<file path="src/rtl/opx_pkg.sv">
// Shared types for the operand extractor.
// Assumes a byte-addressed instruction stream with at most four operand bytes.
package opx_pkg;
    localparam int BYTE_W   = 8;
    localparam int MAX_OPND = 4;
    localparam int LEN_W    = 3;
    localparam int FMT_W    = 4;

    typedef enum logic [FMT_W-1:0] {
        FMT_IMPL = 4'd0,
        FMT_BYTE = 4'd1,
        FMT_DBYT = 4'd2,
        FMT_QBYT = 4'd3,
        FMT_JBB  = 4'd4,
        FMT_LREG = 4'd5,
        FMT_LRB  = 4'd6,
        FMT_RRB  = 4'd7,
        FMT_RR   = 4'd8,
        FMT_RJMP = 4'd9
    } fmt_e;
endpackage

</file>
<file path="src/rtl/opx_len_dec.sv">
// Maps a format code to an instruction length in bytes.
// Assumes unused codes behave as the implicit format.
module opx_len_dec
    import opx_pkg::*;
(
    input  logic [FMT_W-1:0] fmt,
    output logic [LEN_W-1:0] len
);
    // Decode the length of each format.
    always_comb begin
        case (fmt)
            FMT_BYTE, FMT_LRB:                    len = 3'd2;
            FMT_DBYT, FMT_JBB, FMT_RRB,
            FMT_RR,   FMT_RJMP:                   len = 3'd3;
            FMT_QBYT:                             len = 3'd5;
            default:                              len = 3'd1;
        endcase
    end
endmodule

</file>
<file path="src/rtl/opx_byte_mask.sv">
// Zeroes every operand byte whose position lies at or beyond the instruction length.
// Assumes the opcode sits in byte 0 and is always kept.
module opx_byte_mask
    import opx_pkg::*;
#(
    parameter int NBYTES = MAX_OPND + 1,
    localparam int W     = NBYTES * BYTE_W
)(
    input  logic [W-1:0]     raw,
    input  logic [LEN_W-1:0] len,
    output logic [W-1:0]     kept
);
    assign kept[BYTE_W-1:0] = raw[BYTE_W-1:0];

    for (genvar k = 1; k < NBYTES; k++) begin : g_byte
        // Keep the byte only when it belongs to the instruction.
        assign kept[k*BYTE_W +: BYTE_W] =
            (LEN_W'(k) < len) ? raw[k*BYTE_W +: BYTE_W] : '0;
    end
endmodule

</file>
<file path="src/rtl/opx_imm_build.sv">
// Builds the immediate forms from the masked bytes, plus the next PC and branch target.
// Assumes little-endian byte order and 32-bit address arithmetic that wraps.
module opx_imm_build
    import opx_pkg::*;
#(
    parameter int DATA_W = 32,
    localparam int NB_W  = (MAX_OPND + 1) * BYTE_W
)(
    input  logic [NB_W-1:0]   bytes_m,
    input  logic [LEN_W-1:0]  len,
    input  logic [DATA_W-1:0] pc,
    output logic [DATA_W-1:0] next_pc,
    output logic [DATA_W-1:0] branch_tgt,
    output logic [DATA_W-1:0] alpha_z,
    output logic [DATA_W-1:0] alpha_s,
    output logic [DATA_W-1:0] hw_z,
    output logic [DATA_W-1:0] hw_s,
    output logic [DATA_W-1:0] word,
    output logic [DATA_W-1:0] beta_z,
    output logic [3:0]        beta_hi,
    output logic [3:0]        beta_lo,
    output logic [3:0]        op_hi,
    output logic [3:0]        op_lo
);
    logic [BYTE_W-1:0]   op_b, alpha_b, beta_b;
    logic [2*BYTE_W-1:0] half;

    assign op_b    = bytes_m[0 +: BYTE_W];
    assign alpha_b = bytes_m[BYTE_W +: BYTE_W];
    assign beta_b  = bytes_m[2*BYTE_W +: BYTE_W];
    assign half    = bytes_m[BYTE_W +: 2*BYTE_W];

    // Form the extended immediates and the address sums.
    always_comb begin
        alpha_z    = DATA_W'(alpha_b);
        alpha_s    = {{(DATA_W-BYTE_W){alpha_b[BYTE_W-1]}}, alpha_b};
        hw_z       = DATA_W'(half);
        hw_s       = {{(DATA_W-2*BYTE_W){half[2*BYTE_W-1]}}, half};
        word       = bytes_m[BYTE_W +: DATA_W];
        beta_z     = DATA_W'(beta_b);
        beta_hi    = beta_b[7:4];
        beta_lo    = beta_b[3:0];
        op_hi      = op_b[7:4];
        op_lo      = op_b[3:0];
        next_pc    = pc + DATA_W'(len);
        branch_tgt = pc + alpha_s;
    end
endmodule

</file>
<file path="src/rtl/opx_operand_extract.sv">
// Top level: decodes the length, masks the bytes, builds the immediates and registers the results.
// Assumes the format code has already been derived from the opcode. The latency is one clock.
module opx_operand_extract
    import opx_pkg::*;
(
    input  logic        clk,
    input  logic        rst_n,
    input  logic        in_valid,
    input  logic [3:0]  in_fmt,
    input  logic [31:0] in_pc,
    input  logic [39:0] in_bytes,
    output logic        out_valid,
    output logic [2:0]  out_len,
    output logic [31:0] out_next_pc,
    output logic [31:0] out_branch_tgt,
    output logic [31:0] out_alpha_z,
    output logic [31:0] out_alpha_s,
    output logic [31:0] out_hw_z,
    output logic [31:0] out_hw_s,
    output logic [31:0] out_word,
    output logic [31:0] out_beta_z,
    output logic [3:0]  out_beta_hi,
    output logic [3:0]  out_beta_lo,
    output logic [3:0]  out_op_hi,
    output logic [3:0]  out_op_lo
);
    logic [LEN_W-1:0] len_c;
    logic [39:0]      bytes_m;
    logic [31:0]      npc_c, tgt_c, az_c, as_c, hz_c, hs_c, w_c, bz_c;
    logic [3:0]       bh_c, bl_c, oh_c, ol_c;

    opx_len_dec u_len (.fmt(in_fmt), .len(len_c));

    opx_byte_mask #(.NBYTES(MAX_OPND + 1)) u_mask (
        .raw(in_bytes), .len(len_c), .kept(bytes_m));

    opx_imm_build #(.DATA_W(32)) u_imm (
        .bytes_m(bytes_m), .len(len_c), .pc(in_pc),
        .next_pc(npc_c), .branch_tgt(tgt_c),
        .alpha_z(az_c), .alpha_s(as_c), .hw_z(hz_c), .hw_s(hs_c),
        .word(w_c), .beta_z(bz_c), .beta_hi(bh_c), .beta_lo(bl_c),
        .op_hi(oh_c), .op_lo(ol_c));

    // Valid flag follows the request by one clock.
    always_ff @(posedge clk) begin
        if (!rst_n) out_valid <= 1'b0;
        else        out_valid <= in_valid;
    end

    // Capture the results of each accepted request; hold them otherwise.
    always_ff @(posedge clk) begin
        if (!rst_n) begin
            out_len <= '0;        out_next_pc <= '0;  out_branch_tgt <= '0;
            out_alpha_z <= '0;    out_alpha_s <= '0;  out_hw_z <= '0;
            out_hw_s <= '0;       out_word <= '0;     out_beta_z <= '0;
            out_beta_hi <= '0;    out_beta_lo <= '0;
            out_op_hi <= '0;      out_op_lo <= '0;
        end else if (in_valid) begin
            out_len <= len_c;     out_next_pc <= npc_c; out_branch_tgt <= tgt_c;
            out_alpha_z <= az_c;  out_alpha_s <= as_c;  out_hw_z <= hz_c;
            out_hw_s <= hs_c;     out_word <= w_c;      out_beta_z <= bz_c;
            out_beta_hi <= bh_c;  out_beta_lo <= bl_c;
            out_op_hi <= oh_c;    out_op_lo <= ol_c;
        end
    end

    // every reported length is one of the legal lengths.
    p_len_legal_r1: assert property (@(posedge clk) disable iff (!rst_n)
        out_valid |-> (out_len == 3'd1 || out_len == 3'd2 || out_len == 3'd3 || out_len == 3'd5));

    // the next PC is the captured PC plus the reported length.
    p_next_pc_r3: assert property (@(posedge clk) disable iff (!rst_n)
        out_valid |-> out_next_pc == $past(in_pc) + 32'(out_len));

    // both extensions of the first operand byte agree on their low byte.
    p_alpha_ext_r4: assert property (@(posedge clk) disable iff (!rst_n)
        out_valid |-> (out_alpha_s[7:0] == out_alpha_z[7:0] && out_alpha_z[31:8] == 24'd0));

    // a 1-byte instruction leaves every operand form at zero.
    p_mask_short_r10: assert property (@(posedge clk) disable iff (!rst_n)
        (out_valid && out_len == 3'd1) |-> (out_word == 32'd0 && out_branch_tgt == $past(in_pc)));

    // the data outputs stay unchanged after an idle cycle.
    p_hold_idle_r11: assert property (@(posedge clk) disable iff (!rst_n)
        (!in_valid && $past(rst_n)) |=> ($stable(out_word) && $stable(out_next_pc) && !out_valid));
endmodule

</file>
<file path="config.mk">
export PLATFORM = sky130hd
export DESIGN_NAME = opx_operand_extract
export DESIGN_NICKNAME = d
export VERILOG_FILES = /design/src/rtl/opx_pkg.sv /design/src/rtl/opx_len_dec.sv /design/src/rtl/opx_byte_mask.sv /design/src/rtl/opx_imm_build.sv /design/src/rtl/opx_operand_extract.sv
export SDC_FILE = /design/constraint.sdc
export NUM_CORES = 1
export LEC_CHECK = 0
export BUFFER_PORTS_ARGS = -buffer_cell sky130_fd_sc_hd__buf_2
export CORE_ASPECT_RATIO = 0.75
export CORE_UTILIZATION = 42
export CTS_BUF_LIST = sky130_fd_sc_hd__clkbuf_4 sky130_fd_sc_hd__clkbuf_8
export DETAILED_ROUTE_END_ITERATION = 16
export PLACE_DENSITY = 0.74
export SLEW_MARGIN = 20
export SYNTH_ARGS = -nofsm -noshare
export SYNTH_HDL_FRONTEND = slang
export SYNTH_SLANG_ARGS = --single-unit
</file>
<file path="constraint.sdc">
create_clock -name clk -period 5.4 [get_ports clk]
set_input_delay 1.08 -clock clk [delete_from_list [all_inputs] [get_ports clk]]
set_output_delay 1.08 -clock clk [all_outputs]
set_load 0.05 [all_outputs]
</file>
==> results of run 1 <==
## cell families after synthesis
kind of cell	after synthesis
mux	31
flops	108
other cells	1
buf+inv	245
compound gates	149
xor+xnor	44
simple gates	309
fa+ha+maj	15
## cell type report
class	instances	area [um2]
fill	1738	8920
multi-input combinational	612	3690
sequential	108	2162
timing repair buffer	302	1544
tap	215	269.0
clock buffer	11	145.1
inverter	16	60.06
clock inverter	5	36.28
## how the worst max path moves through the flow
stage                         end  slack [ps]  cells past startpoint      start
2_1_floorplan  out_branch_tgt[28]        1040                     15  in_fmt[0]
3_3_place_gp   out_branch_tgt[28]         810                     15  in_fmt[0]
3_5_place_dp   out_branch_tgt[28]         590                     15  in_fmt[0]
4_1_cts        out_branch_tgt[28]        1000                     15  in_fmt[0]
5_1_grt        out_branch_tgt[28]         690                     15  in_fmt[0]
6_report       out_branch_tgt[28]         910                     15  in_fmt[0]
## critical path, cell delays in order
cell and delay (ps):
buf_2 100, inv_1 40, ha_1 280, and2b_1 180
o221ai_2 170, and2_1 210, ha_1 220, fa_1 430
a211oi_1 380, o21a_1 240, o21ai_0 360, nor4_1 610
a21oi_1 150, mux2i_1 150, a31o_2 210
## flip-flops by register name, summed over array words and instances (netlist names)
signal	count
out_len	3
out_op_hi	4
out_alpha_s	7
out_next_pc	32
out_op_lo	4
out_valid	1
out_word	17
out_hw_s	8
out_branch_tgt	32
## stage by stage
step	worst slack [ps]	hold WS [ps]	instances	power, mW
6_report	910.6	463.8	1269	2.127
5_1_grt	687.1	482.9	1269	2.225
4_1_cts	1004	461.5	1269	2.141
3_5_place_dp	593.0	445.0	1253	1.656
3_3_place_gp	805.9	443.6	1253	1.649
2_1_floorplan	1037	671.3	965	1.567
## cells in the final DEF (no fill, tap or decap), types with 4 or more instances in the layout
master	instances
buf_2	289
dfxtp_1	108
nor2_1	92
nand2_1	66
conb_1	64
nand3_1	44
a21oi_1	35
mux2i_1	31
a211oi_1	31
xor2_1	24
nor3_1	21
xnor2_1	20
o21ai_0	19
a22oi_1	18
nand4_1	17
inv_1	14
nor4_1	14
ha_1	13
buf_4	13
or3_1	10
clkbuf_8	10
and2_1	8
o211ai_1	6
a21o_1	5
and3_1	5
nand2b_1	4
o21a_1	4
or2_2	4
or4_1	4
a31oi_1	4
a31o_2	4
## power groups by stage
stage / sequential, mW / combinational, mW / clock [mW]
2_1_floorplan: 1.05 / 0.515 / 0
3_3_place_gp: 0.890 / 0.759 / 0
3_5_place_dp: 0.891 / 0.765 / 0
4_1_cts: 0.874 / 0.766 / 0.501
5_1_grt: 0.881 / 0.813 / 0.531
6_report: 0.874 / 0.768 / 0.485
## metal layers
metal | routed length, um | GRT usage, % | vias up
met5 | 0 | 0 | -
met4 | 198 | 4.667 | 0
met3 | 1889 | 6.769 | 16
met2 | 9568 | 36.27 | 301
met1 | 9809 | 31.72 | 3154
li1 | - | - | 3198
==> results list, run 1 <==
- Sum of negative setup slack: 0 ps
- The flow ran to the end, and the final reports show no timing, DRC or antenna violations.
- X dimension of the die: 153.6 um
* Post-synthesis compound-gate area fraction: 14.48%
- Setup clock skew after layout: 0 ps
- In this run the standard cell core region covers 16830 um2.
- Residual DRC count: 0
- The setup path with the least slack is of type input pin to flop.
- Worst setup EP type: flop
- The number of hold-slack violations in the final timing report came to 0.
- Yosys reg bits: between 100 and 150
- Max-cap violations: 0
* Largest voltage drop on the vdd net: 143.7 uV
* Share of the yosys chip area belonging to registers: 29.85%
- Fraction of layout cells with a size suffix above 1: 32.16%
- The floorplan has 41 rows.
* Post-Synth XOR/XNOR Area: under 10%
- Count of different cell masters after synthesis: 67
- Largest net degree at the start of global routing: 79
* Detailed Route Iter0 Violations: approximately 520
* Root Buffer Master: clkbuf_8
- Hold crit path type: flop to flop
- Clock power frac: 22.8%
* Reg2reg end: out_hw_s[7]
- Launch instance of the worst min-delay path: out_word[23]
- Launching point of the worst reg2reg path: out_hw_s[7]
* Total setup buffers inserted after CTS: 0
- The finished cells cover 7906 um2.
* Net switching fraction of the power: 43.84%
- Top cells by area in the synthesized netlist: dfxtp_1 (30%), buf_4 (18%), nor2_1 (4.8%)
- Static Leak: 3.800 nW
- Gates resized during post-CTS repair numbered 0.
* Antenna-violating nets left: 0
* Post-Synth Adder-Cell Area: between 2 and 3%
- Top achievable clock speed: 0.2227 GHz
- Global routing consumed, over all layers together, a little under a quarter of the routing resources.
- Area growth syn-to-layout: 9.174%
- Synthesized instance count: 902
- Clock latency on the worst-skew pair, taken at its later pin, is 390 ps.
- Headroom to the max-slew limit came out at 36.63%.
* Starting Density: between 40% and 50%
* Data required time of the critical path: approximately 5700 ps
- End point of the worst hold path: out_word[23]
- Setup repair after global routing left no endpoint under its margin.
- Total setup violations reported at the end of the flow: 0
- Largest driver fanout on the critical path: 5
- By count the netlist is led by buf_4 (172), dfxtp_1 (108), nor2_1 (92).
- Summed over all nets, the half-perimeter wirelength after detailed placement is 16.22 mm.
* Share of total power in sequential cells: approximately two fifths
- Sink Count: around 110
* Count of hold-fix buffers inserted at cts: 0
* Share of the clock period used by the worst path: between 80 and 90%
- Wires add up to 21.47 mm.
- Detailed-router iteration count before antenna repair: 5
- Mean instance size in the synthesized netlist: 8.029 um2
- After detailed placement, the total cell area comes to 7725 um2.
* Utilization after layout: 46.99%
* Total number of nets in the final design: 1143
- In this run the power spent charging and discharging nets is 0.9322 mW.
- In the routed layout, each cell is associated on average with a via count of 5.255.
* Die extent in y: 115.7 um
- At the pin with the least slew margin, the transition time is 940.6 ps.
- The repair_antennas step left the layout with diodes totalling 0.
- Summed over its instances, the top area cell type makes up 29.85% of the synthesized netlist area.
- The count of final max-slew check failures was 0.
- Internal Dissipation: 1.194 mW
* Io pins: 355
- After global routing the overflow that remains totals 0.
* Synth Area in Simple Gates: approximately a fifth
- Subtracting the final worst setup slack from the clock period gives 4489 ps.
- No sink is reached through more buffers than the 2 on the longest clock path.
* Element type at the critical path start: input pin
- The number of antenna violations at the first check in global routing came to 0.
* Overall die area: 17780 um2
- Synth warn: 0
* Async set or reset register ratio after synthesis: 0%
* CTS tree: built
- Clock-pin slew was measured on the worst setup and hold paths at between 100 and 150 ps.
* Input/output buffers: 290
- The largest total area in the synthesized netlist belongs to dfxtp_1.
* Power per unit of standard cell area: ~270 nW/um2
- Multiplexer cells account for 4.285% of the synthesized area.
- Yosys mapped a number of flops with a built-in enable equal to 0.
- Relative contribution of combinational cells to total power: a little over a third
- Global placement routability congestion: 0.9522
* Number of global-route vias before repair: around 5700
- Dominant combinational cell family by area after synthesis: buffers and inverters
- The cell area that synthesis handed to floorplanning was 7242 um2.
- Most used standard cell by instance count after synthesis: buf_4
- Vias after detailed routing: ~6700
* Setup slack, reg-to-reg: 4220 ps
- The clock tree synthesis step divided the H-tree into 3 levels.
- Counting instances, the worst hold path has a depth of 2.
- In the final routed layout, each cell accounts on average for between 15 and 20 um.
- Worst reg-to-reg path cell count: 2
- Num CTS Buffers: 9
* Most used DFF post-synth: dfxtp_1
- The first global-routing pass estimated 31.88 mm of wire.
- At the worst endpoint, the arrival time is 4790 ps.
Power figures use the tool's default switching activity.
==> inputs of run 2 (changes only) <==
==> constraint.sdc (replaced) <==
create_clock -name clk -period 4.3 [get_ports clk]
set_input_delay 0.86 -clock clk [delete_from_list [all_inputs] [get_ports clk]]
set_output_delay 0.86 -clock clk [all_outputs]
set_load 0.05 [all_outputs]
==> results list, run 2 (synthesis results as in run 1) <==
- Worst-skew pair later-pin latency: 390 ps (about the same)
* Detailed Route Iter0 Violations: 550 (+6.4%)
- Share of total power in sequential cells: 39.4% (-1.7 points)
* Setup clock skew after layout: 0 ps (unchanged)
- For hold timing, the worst endpoint is out_word[23].
- The total net switching power is 1.177 mW (+26%).
- The number of CTS-inserted buffers is 9 (unchanged).
* X dimension of the die: 153.6 um (unchanged)
- The total number of vias is 6668 (-0.015%).
- CTS tree: built
- Leading cell types in the layout, fill and taps excluded: buf_2 (289), dfxtp_1 (108), nor2_1 (92), nand2_1 (66), conb_1 (64)
- The worst slew margin relative to its limit is 30.08% (-6.6 points).
* Starting Density: 43.04% (unchanged)
* Number of cells upsized or downsized after cts: 0 (unchanged)
- Unrepaired setup endpoints after global routing: no
- Element type at the critical path start: input pin
* Share of the clock period used by the worst path: 93.76%
- The number of cells in the design after placement was 1261 (+0.64%).
* Setup slack, reg-to-reg: 3130 ps (-1090 ps)
* Io pins: 355 (unchanged)
* Global-route met2 utilization: 35.42% (-0.85 points)
- The worst hold path begins at out_word[23].
- The share of post-route cells with drive strength above 1 came to 32.67% (+0.51 points).
* Total setup buffers inserted after CTS: 0 (unchanged)
- The number of hold-slack violations in the final timing report is 0 (unchanged).
* Number of antenna violations at the first check in global routing: 0 (unchanged)
- Routed via count divided by cell count: 5.222 (-0.64%)
* Input/output buffers: 290 (unchanged)
- The switching part of the total came to 42.31% (-1.5 points).
* WL per Instance: 16.72 um (-1.1%)
* Max-cap violations: 0 (unchanged)
- Count of hold-fix buffers inserted at cts: 0 (unchanged)
- On the critical path the largest part of the delay comes from compound AO/OA/AOI/OAI gates.
- Data required time of the critical path: 4590 ps (-1110 ps)
* Critical-path cell list: buf_2 -> inv_1 -> ha_1 -> and2b_1 -> o221ai_2 -> and2_1 -> ha_1 -> fa_1 -> a211oi_1 -> o21a_1 -> o21ai_0 -> nor4_1 -> a21oi_1 -> mux2i_1 -> a31o_2
- Overall die area: 17780 um2 (unchanged)
* Top achievable clock speed: 0.2480 GHz
- CP dominant cell by count: ha_1
* Min Hold Slack: 462.2 ps (-1.600 ps)
- Relative to the synthesized area, the layout overhead comes to 10.59%.
* Longest individual stage delay on the worst path: 520 ps (-90 ps)
* CTS clock-pin slew for the worst setup and hold paths: 110 ps (about the same)
* Total number of nets in the final design: 1151 (+0.70%)
* Root Buffer Master: clkbuf_8
* Number of standard cells in the final layout excluding fillers: 1277 (+0.63%)
* Largest voltage drop on the vdd net: 213.7 uV (+49%)
* All-Layer GR Usage: 23.28% (+0.10 points)
- Most common cell after layout, fill and taps aside: buf_2
* Max-slew violation count: 0 (unchanged)
- The depth of the worst register-to-register path was 2 (unchanged).
- Area inside the core boundary: 16830 um2 (unchanged)
- The global-route track usage on met1 came to 33.20% (+1.5 points).
- Power per unit of standard cell area: 347.3 nW/um2 (+29%)
- The slew of the pin with the lowest slew margin was 1041 ps (+100.2 ps).
* Global placement routability congestion: 0.8879 (-6.8%)
- Sink Count: 108 (unchanged)
* DP Wirelength: 16.20 mm (about the same)
- CTS H-Tree Depth: 3 (unchanged)
- GR peak layer: met2
* M3 GR Usage: 6.021% (-0.75 points)
- Hold Path Cell Cnt: 2 (unchanged)
- The data arrival time of the critical path came to 4320 ps (-470 ps).
- The count of buffer and inverter cells on the critical path is 2 (unchanged).
* Setup ws final: 268.3 ps (-642.2 ps)
- The internal power was 1.605 mW (+34%).
* Leading registers by flop count: out_branch_tgt x32, out_next_pc x32, out_word x17
- Slowest cell on the critical path: nor4_1
- CP Class: input pin to flop
* Relative contribution of combinational cells to total power: 34.9% (-1.2 points)
- The maximum number of buffers from clock root to sink was 2 (unchanged).
- The vertical die dimension came to 115.7 um (unchanged).
- DRT Wirelength: 21.36 mm (-0.52%)
- The number of global-route vias before repair is 5824 (+3.1%).
* Cell row count: 41 (unchanged)
- Hold crit path type: flop to flop
* Residual DRC count: 0 (unchanged)
- The first-pass iteration count of the detailed router is 5 (unchanged).
- Total setup violations reported at the end of the flow: 0 (unchanged)
- The first-pass GRT wire length came to 32.11 mm (+0.69%).
* Antenna-violating nets left: 0 (unchanged)
- Crit. Startpoint: in_fmt[0]
* Largest net degree at the start of global routing: 60 (-24%)
* Remaining global-route overflow: 0 (unchanged)
- For the finished layout, the period the worst path requires is 4032 ps.
- In this run the critical register-to-register path is launched from out_hw_s[7].
- The leakage power summed over all cells came to 3.865 nW (+1.7%).
* Reg2reg end: out_hw_s[7]
- Largest driver fanout on the critical path: 4 (-1)
- Worst setup EP type: flop
- The flow ran to the end, and the final reports show no timing, DRC or antenna violations.
* Ant diodes: 0 (unchanged)
* Clock power frac: 25.6% (+2.8 points)
- Setup slack at placement: -91.32 ps (-684.3 ps)
[run 2: metrics by stage]
stage / cell area [um2] / utilization [%] / setup TNS (ps) / power [mW]
after floorplan: 7478 / - / 0 / 1.967
after global placement: 7785 / 46.27 / -37.92 / 2.080
after detailed placement: 7785 / 46.27 / -126.6 / 2.086
after CTS: 8009 / 47.60 / 0 / 2.803
after global routing: 8009 / 47.60 / 0 / 2.909
final: 8009 / 47.60 / 0 / 2.782
[run 2: power groups by stage]
stage	Sequential, mW	Combinational (mW)	Clock, mW
floorplan	1.32	0.647	0
global placement	1.12	0.963	0
detailed placement	1.12	0.966	0
CTS	1.10	0.969	0.737
global route	1.11	1.03	0.773
finish	1.10	0.972	0.713
[run 2: worst reg2reg max path: stages, from the launching register on]
cell,delay (ps)
dfxtp_1,850
a21oi_1,150
nor2_1,110
[run 2: how the worst max path moves through the flow]
| stage | endpoint | cells past startpoint |
|---|---|---|
| final | out_branch_tgt[28] | 15 |
| after global placement | out_branch_tgt[28] | 15 |
| after floorplan | out_branch_tgt[28] | 15 |
| after global routing | out_branch_tgt[28] | 15 |
| after CTS | out_branch_tgt[28] | 15 |
| after detailed placement | out_branch_tgt[28] | 15 |
[run 2: area by class of cell]
cell class	instances	area, um2
fill	1749	8817
sequential	108	2162
clock buffer	9	123.9
inverter	16	60.06
timing repair buffer	310	1604
multi-input combinational	612	3690
tap	215	269.0
clock inverter	7	100.1
[run 2: routing by layer]
layer	part of all wire (%)	routed length, um
met3	8.7	1866
met1	47	10040
met5	0	0
met4	0.62	133
met2	44	9311
